**src/rtl/umdm_pkg.sv**
```systemverilog
package umdm_pkg;
  typedef enum logic [2:0] {
    ST_IDLE, ST_MUL, ST_STEP, ST_EVEN2, ST_ODD2, ST_ODD3, ST_FIN, ST_FIX
  } umdm_state_e;

  localparam logic [1:0] ROLE_W = 2'd0;
  localparam logic [1:0] ROLE_U = 2'd1;
  localparam logic [1:0] ROLE_D = 2'd2;
  localparam logic [1:0] ROLE_C = 2'd3;
endpackage

```
**src/rtl/umdm_addsub.sv**
```systemverilog
module umdm_addsub #(
  parameter int WW = 12
) (
  input  logic signed [WW-1:0] a,
  input  logic signed [WW-1:0] b,
  input  logic                 sub,
  input  logic                 binf,
  output logic signed [WW-1:0] y
);
  always_comb begin
    if (binf)     y = a ^ b;
    else if (sub) y = a - b;
    else          y = a + b;
  end
endmodule

```
**src/rtl/umdm_halver.sv**
```systemverilog
module umdm_halver #(
  parameter int WW = 12
) (
  input  logic signed [WW-1:0] u,
  input  logic signed [WW-1:0] p,
  input  logic                 binf,
  output logic signed [WW-1:0] y
);
  logic signed [WW-1:0] even_v;

  always_comb begin
    if (!u[0])     even_v = u;
    else if (binf) even_v = u ^ p;
    else           even_v = u + p;
    y = even_v >>> 1;
  end
endmodule

```
**src/rtl/umdm_regbank.sv**
```systemverilog
module umdm_regbank #(
  parameter int WW   = 12,
  parameter int NREG = 4,
  localparam int AW  = $clog2(NREG)
) (
  input  logic               clk,
  input  logic               load,
  input  logic [NREG*WW-1:0] init_flat,
  input  logic               we,
  input  logic [AW-1:0]      waddr,
  input  logic [WW-1:0]      wdata,
  output logic [NREG*WW-1:0] q_flat
);
  logic [WW-1:0] mem [NREG];

  always_ff @(posedge clk) begin
    if (load) begin
      for (int i = 0; i < NREG; i++) mem[i] <= init_flat[i*WW +: WW];
    end else if (we) begin
      mem[waddr] <= wdata;
    end
  end

  for (genvar g = 0; g < NREG; g++) begin : g_out
    assign q_flat[g*WW +: WW] = mem[g];
  end
endmodule

```
**src/rtl/umdm_engine.sv**
```systemverilog
module umdm_engine #(
  parameter int N = 8
) (
  input  logic         clk,
  input  logic         rst,
  input  logic         start,
  input  logic         op_div,
  input  logic         fld_bin,
  input  logic [N-1:0] x_in,
  input  logic [N-1:0] y_in,
  input  logic [N:0]   p_in,
  output logic [N-1:0] z_out,
  output logic         done
);
  import umdm_pkg::*;

  localparam int WW = N + $clog2(N) + 3;
  localparam int DW = $clog2(N) + 3;
  typedef logic signed [WW-1:0] word_t;

  umdm_state_e          state_q;
  logic                 swp_q, kneg_q, op_q, bin_q;
  logic signed [DW-1:0] delta_q;
  logic [N-1:0]         ysh_q;
  logic [N:0]           p_q;
  word_t                acc_q;
  logic [N-1:0]         z_q;
  logic                 done_q;
  logic                 busy_w;

  logic [4*WW-1:0] rf_q, rf_init;
  logic            rf_load, rf_we;
  logic [1:0]      rf_waddr;
  word_t           rf_wdata;
  word_t           rf_w [4];

  word_t w_v, u_v, d_v, c_v, p_ext;
  word_t ue, wes, ce, de;
  word_t add_a, add_b, sum_y, half_y, shr_y;
  logic  add_sub, swap_now, swp_n, kneg_now;
  logic [1:0] low_sum;

  function automatic logic [1:0] slot(input logic [1:0] role, input logic swp);
    return role ^ {1'b0, swp};
  endfunction

  for (genvar g = 0; g < 4; g++) begin : g_split
    assign rf_w[g] = rf_q[g*WW +: WW];
  end

  assign p_ext = word_t'({{(WW-N-1){1'b0}}, p_q});
  assign w_v   = rf_w[slot(ROLE_W, swp_q)];
  assign u_v   = rf_w[slot(ROLE_U, swp_q)];
  assign d_v   = rf_w[slot(ROLE_D, swp_q)];
  assign c_v   = rf_w[slot(ROLE_C, swp_q)];

  // odd-step view after a possible exchange
  assign swap_now = delta_q[DW-1];
  assign swp_n    = swp_q ^ swap_now;
  assign ue       = swap_now ? w_v : u_v;
  assign wes      = swap_now ? u_v : w_v;
  assign ce       = swap_now ? d_v : c_v;
  assign de       = swap_now ? c_v : d_v;
  assign low_sum  = ce[1:0] + de[1:0];
  assign kneg_now = !bin_q && (low_sum != 2'b00);

  assign busy_w  = (state_q != ST_IDLE);
  assign rf_load = (state_q == ST_IDLE) && start;
  assign shr_y   = sum_y >>> 1;

  always_comb begin
    rf_init = '0;
    rf_init[ROLE_W*WW +: WW] = op_div ? '0 : WW'(x_in);
    rf_init[ROLE_U*WW +: WW] = op_div ? WW'(x_in) : '0;
    rf_init[ROLE_D*WW +: WW] = op_div ? WW'(p_in) : '0;
    rf_init[ROLE_C*WW +: WW] = WW'(y_in);
  end

  umdm_addsub #(.WW(WW)) u_add (
    .a(add_a), .b(add_b), .sub(add_sub), .binf(bin_q), .y(sum_y)
  );

  umdm_halver #(.WW(WW)) u_half (
    .u(sum_y), .p(p_ext), .binf(bin_q), .y(half_y)
  );

  umdm_regbank #(.WW(WW), .NREG(4)) u_rf (
    .clk(clk), .load(rf_load), .init_flat(rf_init), .we(rf_we),
    .waddr(rf_waddr), .wdata(rf_wdata), .q_flat(rf_q)
  );

  always_comb begin
    add_a    = u_v;
    add_b    = '0;
    add_sub  = 1'b0;
    rf_we    = 1'b0;
    rf_waddr = slot(ROLE_U, swp_q);
    rf_wdata = half_y;
    unique case (state_q)
      ST_MUL: begin
        if (delta_q != '0) begin
          add_b = ysh_q[0] ? w_v : '0;
          rf_we = 1'b1;
        end
      end
      ST_STEP: begin
        if (c_v != '0) begin
          rf_we = 1'b1;
          if (c_v[0]) begin
            add_a    = ue;
            add_b    = wes;
            add_sub  = kneg_now;
            rf_waddr = slot(ROLE_U, swp_n);
            rf_wdata = sum_y;
          end
        end
      end
      ST_ODD2: rf_we = 1'b1;
      ST_EVEN2, ST_ODD3: begin
        add_a    = c_v;
        add_b    = (state_q == ST_ODD3) ? d_v : '0;
        add_sub  = (state_q == ST_ODD3) && kneg_q;
        rf_we    = 1'b1;
        rf_waddr = slot(ROLE_C, swp_q);
        rf_wdata = shr_y;
      end
      default: ;
    endcase
  end

  always_ff @(posedge clk) begin
    if (rst) begin
      state_q <= ST_IDLE;
      swp_q   <= 1'b0;
      kneg_q  <= 1'b0;
      op_q    <= 1'b0;
      bin_q   <= 1'b0;
      delta_q <= '0;
      ysh_q   <= '0;
      p_q     <= '0;
      acc_q   <= '0;
      z_q     <= '0;
      done_q  <= 1'b0;
    end else begin
      done_q <= 1'b0;
      unique case (state_q)
        ST_IDLE: begin
          if (start) begin
            op_q    <= op_div;
            bin_q   <= fld_bin;
            p_q     <= p_in;
            swp_q   <= 1'b0;
            ysh_q   <= y_in;
            delta_q <= op_div ? '0 : DW'(N);
            state_q <= op_div ? ST_STEP : ST_MUL;
          end
        end
        ST_MUL: begin
          if (delta_q == '0) begin
            state_q <= ST_FIN;
          end else begin
            delta_q <= delta_q - 1'b1;
            ysh_q   <= ysh_q >> 1;
          end
        end
        ST_STEP: begin
          if (c_v == '0) begin
            state_q <= ST_FIN;
          end else if (!c_v[0]) begin
            state_q <= ST_EVEN2;
          end else begin
            swp_q   <= swp_n;
            kneg_q  <= kneg_now;
            delta_q <= swap_now ? -delta_q : delta_q;
            state_q <= ST_ODD2;
          end
        end
        ST_EVEN2: begin
          delta_q <= delta_q - 1'b1;
          state_q <= ST_STEP;
        end
        ST_ODD2: state_q <= ST_ODD3;
        ST_ODD3: begin
          delta_q <= delta_q - 1'b1;
          state_q <= ST_STEP;
        end
        ST_FIN: begin
          if (!op_q)                   acc_q <= u_v;
          else if (!bin_q && d_v < 0)  acc_q <= -w_v;
          else                         acc_q <= w_v;
          state_q <= ST_FIX;
        end
        ST_FIX: begin
          if (bin_q || (acc_q >= 0 && acc_q < p_ext)) begin
            z_q     <= acc_q[N-1:0];
            done_q  <= 1'b1;
            state_q <= ST_IDLE;
          end else if (acc_q < 0) begin
            acc_q <= acc_q + p_ext;
          end else begin
            acc_q <= acc_q - p_ext;
          end
        end
        default: state_q <= ST_IDLE;
      endcase
    end
  end

  assign z_out = z_q;
  assign done  = done_q;
endmodule

```
**config.mk**
```make
export PLATFORM = sky130hd
export DESIGN_NAME = umdm_engine
export DESIGN_NICKNAME = d
export VERILOG_FILES = /design/src/rtl/umdm_pkg.sv /design/src/rtl/umdm_addsub.sv /design/src/rtl/umdm_halver.sv /design/src/rtl/umdm_regbank.sv /design/src/rtl/umdm_engine.sv
export SDC_FILE = /design/constraint.sdc
export NUM_CORES = 1
export LEC_CHECK = 0
export BUFFER_PORTS_ARGS = -buffer_cell sky130_fd_sc_hd__buf_2
export CORE_MARGIN = 5
export CORE_UTILIZATION = 25
export CTS_CLUSTER_SIZE = 20
export DETAILED_ROUTE_END_ITERATION = 16
export HOLD_SLACK_MARGIN = 0.12
export MAX_ROUTING_LAYER = met4
export SETUP_SLACK_MARGIN = 0.15
export SLEW_MARGIN = 0
export SYNTH_ARGS = -nofsm -noshare
export SYNTH_HDL_FRONTEND = slang
export SYNTH_SLANG_ARGS = --single-unit
```
**constraint.sdc**
```tcl
create_clock -name clk -period 10.9 [get_ports clk]
set_input_delay 0 -clock clk [delete_from_list [all_inputs] [get_ports clk]]
set_output_delay 0 -clock clk [all_outputs]
set_load 0.1 [all_outputs]
```
Word level (Yosys, flattened, before mapping)
Memory sizes are Yosys's and may differ from the RTL's.
Index checks and enable logic that the tools add are counted.
- input port bits: 30
- bits in writable memories: 56
- word-level logic and storage cells: 166
- memories: 1
- flip-flop bits (word level): 53
- output and inout port bits: 9
- memories (memory ; depth ; bits a word ; rd ports ; clocked after memory_dff ; wr ports ; line ; RTL):
    u_rf.mem ; 4 ; 14 ; 4 ; 0 ; 4 ; umdm_regbank.sv:14 ; logic [WW-1:0] mem [NREG];
- magnitude comparators: 8
- add/sub/neg operators: 9
- muxes and demuxes: 79
- bitwise operators: 12
- equality and inequality tests: 15
- reductions and logical operators: 30
- operators with widths (operator ; number):
    $mux 14 ; 28
    $bmux 14 s2 ; 4
    $pmux 14 s2 ; 3
    $pmux 14 s3 ; 1
    $mux 8 ; 4
    $mux 6 ; 5
    $add 14x10->14 ; 2
    $lt 14x1->1 const B ; 2
    $pmux 6 s4 ; 1
    $pmux 3 s7 ; 1
    $mux 1 ; 16
    $ne 2x2->1 const B ; 8
    $pmux 8 s2 ; 1
    $mux 3 ; 5
    $add 14x14->14 ; 1
    $ge 14x1->1 const B ; 1
    $logic_not 14->1 ; 1
    $lt 14x10->1 ; 1
    $neg 14->14 ; 1
    $reduce_bool 14->1 ; 1
    $reduce_or 14->1 ; 1
    $sub 14x10->14 ; 1
    $sub 14x14->14 ; 1
    $xor 14x10->14 ; 1
    other kinds (34) ; 62

Depth between registers and ports, before layout
- depth in word-level cells: 21
- depth in mapped cells: 31
- depth with buffers taken out: 29

By module
From an unflattened synthesis, not the netlist that was laid out.
- cell total of the unflattened synthesis: 1212
- area total of the unflattened synthesis: 10525.1 um^2
- modules (own cells, without submodules) (module ; sequential area each (um^2) ; cells each ; instances ; area each (um^2)):
    umdm_engine ; 1061.0 ; 798 ; 1 ; 5896.9
    umdm_regbank ; 1681.6 ; 128 ; 1 ; 2563.7
    umdm_addsub ; 0.0 ; 175 ; 1 ; 1257.5
    umdm_halver ; 0.0 ; 111 ; 1 ; 807.0

Worst setup path before layout
OpenSTA, ideal clock, no wires.
- path kind: reg2reg
- start point: register delta_q[5]
- end point: memory u_rf.mem[3][12] (netlist name), data pin
- slack: 4.843 ns
- stages on the path, launching flop included: 30
- path buffers: 2
- period minus slack after synthesis: 6.057 ns
- library setup time: 0.273 ns
- data required time: 10.627 ns
- arrival: 5.784 ns
- cell sequence: dfxtp_1 -> xor2_4 -> buf_6 -> mux2_2 -> ha_1 -> xnor2_1 -> o21ai_0 -> nor2_1 -> a21o_1 -> clkbuf_1 -> nor2_1 -> xnor2_1 -> ha_1 -> nor2b_1 -> o31a_1 -> o21ai_0 -> nor2b_1 -> xnor2_1 -> mux2i_1 -> inv_1 -> ha_1 -> nand2_1 -> o21a_1 -> o21ai_0 -> nand2b_4 -> nor3_2 -> xnor2_1 -> nand2_2 -> mux2i_2 -> o32ai_1
- RTL lines (element ; line ; RTL):
    from (decl) ; umdm_engine.sv:23 ; logic signed [DW-1:0] delta_q;
    from (signal assigned) ; umdm_engine.sv:154 ; delta_q <= op_div ? '0 : DW'(N);
    from (signal assigned) ; umdm_engine.sv:162 ; delta_q <= delta_q - 1'b1;
    from (signal assigned) ; umdm_engine.sv:174 ; delta_q <= swap_now ? -delta_q : delta_q;
    to (decl) ; umdm_regbank.sv:14 ;

==> results.md <==
* Initial core utilization at 25.4%
* Number of global-route vias before repair at 8847
* Post-DP Area at 10500 um2
* Max frequency at 0.134 GHz
* Slew HR at 12.4%
* Kind of start point of the critical path: flop
* Row count at 72
* Crit path kind: reg2reg
* Avg Inst Size Synth at 8.20 um2
* Nets at 1294
* Largest family of logic cells by synthesized area: compound AO/OA/AOI/OAI gates
* Post-synthesis compound-gate area fraction at 25.8%
* Predominant post-synthesis flop cell: edfxtp_1
* Post-Synth Adder-Cell Area at 6.64%
* Max-Cap Viols at 0
* Synth area leaders: edfxtp_1 (17%), dfxtp_1 (11%), mux2i_1 (6.8%), ha_1 (5.8%), o21ai_0 (4.9%)
* Antenna-violating nets left at 0
* Clock Sinks at 109
* Fin util at 28.4%
* Total Wirelength at 34600 um
* Hold Crit Class: in2reg
* Clock Skew at 14.2 ps
* Most frequent cells in the layout: nand2_1 (113), nor2_1 (112), o21ai_0 (96)
* Area of the mapped netlist at 9880 um2
* CP most frequent cell: o21ai_0
* Layout cell share with drive strength beyond 1 at 10.5%
* Yosys cell types at 83
* Global placer's final weighted congestion at 1.01
* Die X at 209 um
* Port bufs at 38
* RSZ-0062 raised after global routing: false
* Status: finished clean
* CTS max path bufs at 2
* Final instance area at 11100 um2
* Multiplexer share of the synthesized area at 9.55%
* Root buffer cell: clkbuf_16
* Worst path arrival time at 7550 ps
* Antenna diodes at 0
* H-tree depth at 3
* Synth async-reset ratio at 0%
* Reg clk slew, reported paths at 80 ps
* Io pins at 39
* Setup crit end kind: flop
* Setup Buffers After CTS at 0
* WP data required at 10990 ps
* DRT iter0 DRCs at 1160
* CP max-delay cell: dfxtp_1
* Vias per inst at 5.50
* Synth Area in XOR/XNOR at 6.47%
* Post-route insts no fill at 1737
* Simple-Gate Fraction of Synth Area at 18.6%
* Hold Vio Cnt, Final at 0
* Drt drc at 0
* Total negative slack at 0 ps
* Worst-Skew Late Latency at 380 ps
* Initial antenna violation count at 1
* Final period util at 68.4%
* Number of enable flip-flop cells after synthesis at 56
* Ys Warns at 0
* Largest net degree at the start of global routing at 54
* Area leader, netlist: edfxtp_1
* Core area at 38900 um2
* Syn Nets at 1285
* Cts bufs inserted at 9
* 1st-pass router iterations at 6
* Syn Inst Count at 1205
* All-Layer GR Usage at 15.7%
* Die Ht at 209 um
* DP HPWL at 26100 um
* CTS tree: yes
* Slew Limit Fails at 0
* CP max stage delay at 920 ps
* Inst Count DP at 1694
* Seq cells post-synth at 109
* Vias at 9545
* Crit path max fanout at 21
* Die area at 43600 um2
* Share of the synthesized area in the top cell type at 17.0%
* First-pass GRT wire length at 53000 um
* Final setup vio count at 0
* Commonest non-fill, non-tap cell in the layout: nand2_1
* Post-route minimum period at 7450 ps
* Remaining Overflow, GRT at 0
* Layout area overhead at 12.1%
* Post-synthesis sequential area ratio at 27.8%
* Avg WL per Cell at 19.9 um
* Worst Max-Slew Pin Slew at 1310 ps
final cells by class:
class | count | area [um2]
Clock inverter | 7 | 91.3
Sequential cell | 109 | 2750
Timing Repair Buffer | 76 | 543
Inverter | 46 | 173
Fill cell | 4206 | 27800
Clock buffer | 9 | 225
Tap cell | 518 | 648
Multi-Input combinational cell | 972 | 6640
worst paths after layout:
path / end / start / depth (start not counted) / slack [ps]
setup / recovery: u_rf.mem[1][12] / delta_q[5] / 26 / 3450
hold / removal: op_q / op_div / 3 / 160
setup reg to reg: u_rf.mem[1][12] / delta_q[5] / 26 / 3450
hold reg to reg: ysh_q[7] / ysh_q[7] / 2 / 480
cells by family (layout without fill, tap and decap cells):
group,after synthesis,count (layout)
compound gates,378,378
buf+inv,124,138
mux,91,91
xor+xnor,70,70
fa+ha+maj,50,50
simple gates,383,383
flops,109,109
Yosys cell counts, types with 5 or more instances:
| master | n |
|---|---|
| and3_1 | 5 |
| o221ai_2 | 8 |
| edfxtp_1 | 56 |
| nand2_1 | 113 |
| xor2_1 | 18 |
| nor4_1 | 13 |
| o22ai_1 | 10 |
| nand2b_1 | 16 |
| nand4b_1 | 5 |
| or3_1 | 5 |
| o21a_1 | 12 |
| clkbuf_1 | 53 |
| inv_1 | 44 |
| buf_2 | 14 |
| a21o_1 | 11 |
| a22oi_1 | 5 |
| nor2_1 | 112 |
| nor3_1 | 30 |
| o221ai_1 | 9 |
| a31oi_1 | 9 |
| buf_1 | 6 |
| xnor2_1 | 50 |
| nand3b_1 | 9 |
| a21oi_1 | 94 |
| mux2_2 | 23 |
| nand3_1 | 33 |
| o31ai_1 | 5 |
| o21ai_0 | 96 |
| ha_1 | 46 |
| o21bai_1 | 5 |
| a211oi_1 | 17 |
| nor2b_1 | 16 |
| mux2i_1 | 67 |
| a311oi_1 | 8 |
| a221oi_1 | 29 |
| dfxtp_1 | 53 |
| o211ai_1 | 19 |
| and2_1 | 5 |
registers in the layout (all words and copies together), names as in the netlist:
| register | count |
|---|---|
| u_rf.mem | 56 |
| acc_q | 14 |
| p_q | 9 |
| ysh_q | 8 |
| z_out | 8 |
| delta_q | 6 |
| state_q | 3 |
| bin_q | 1 |
| done | 1 |
| kneg_q | 1 |
| op_q | 1 |
| swp_q | 1 |
worst max-delay path, delay by kind of cell, from the launching register on:
kind            cells  cell delay, ps
compound gates     11            2410
xor+xnor            3             920
fa+ha+maj           3             840
flops               1             920
mux                 2             780
simple gates        7            1290
layer usage:
| metal | global-route usage (%) | wire length (um) |
|---|---|---|
| met5 | - | 0 |
| met4 | 5.42 | 1280 |
| met3 | 2.86 | 3090 |
| met2 | 23.6 | 15100 |
| met1 | 21.3 | 15200 |
repair_timing:
item / in CTS / in global routing
hold buffers: 27 / 0
endpoints found under the hold margin: 52 / 0
gates resized for setup: 0 / 0
per-stage QoR:
stage	setup slack, ps	hold WS, ps
after floorplan	4840	136
after global placement	3760	246
after detailed placement	3640	251
after CTS	3610	150
after global routing	3010	183
final	3450	163
Power is not shown: default switching activity piles up to over one toggle a cycle in this logic, so the estimate is an artifact.
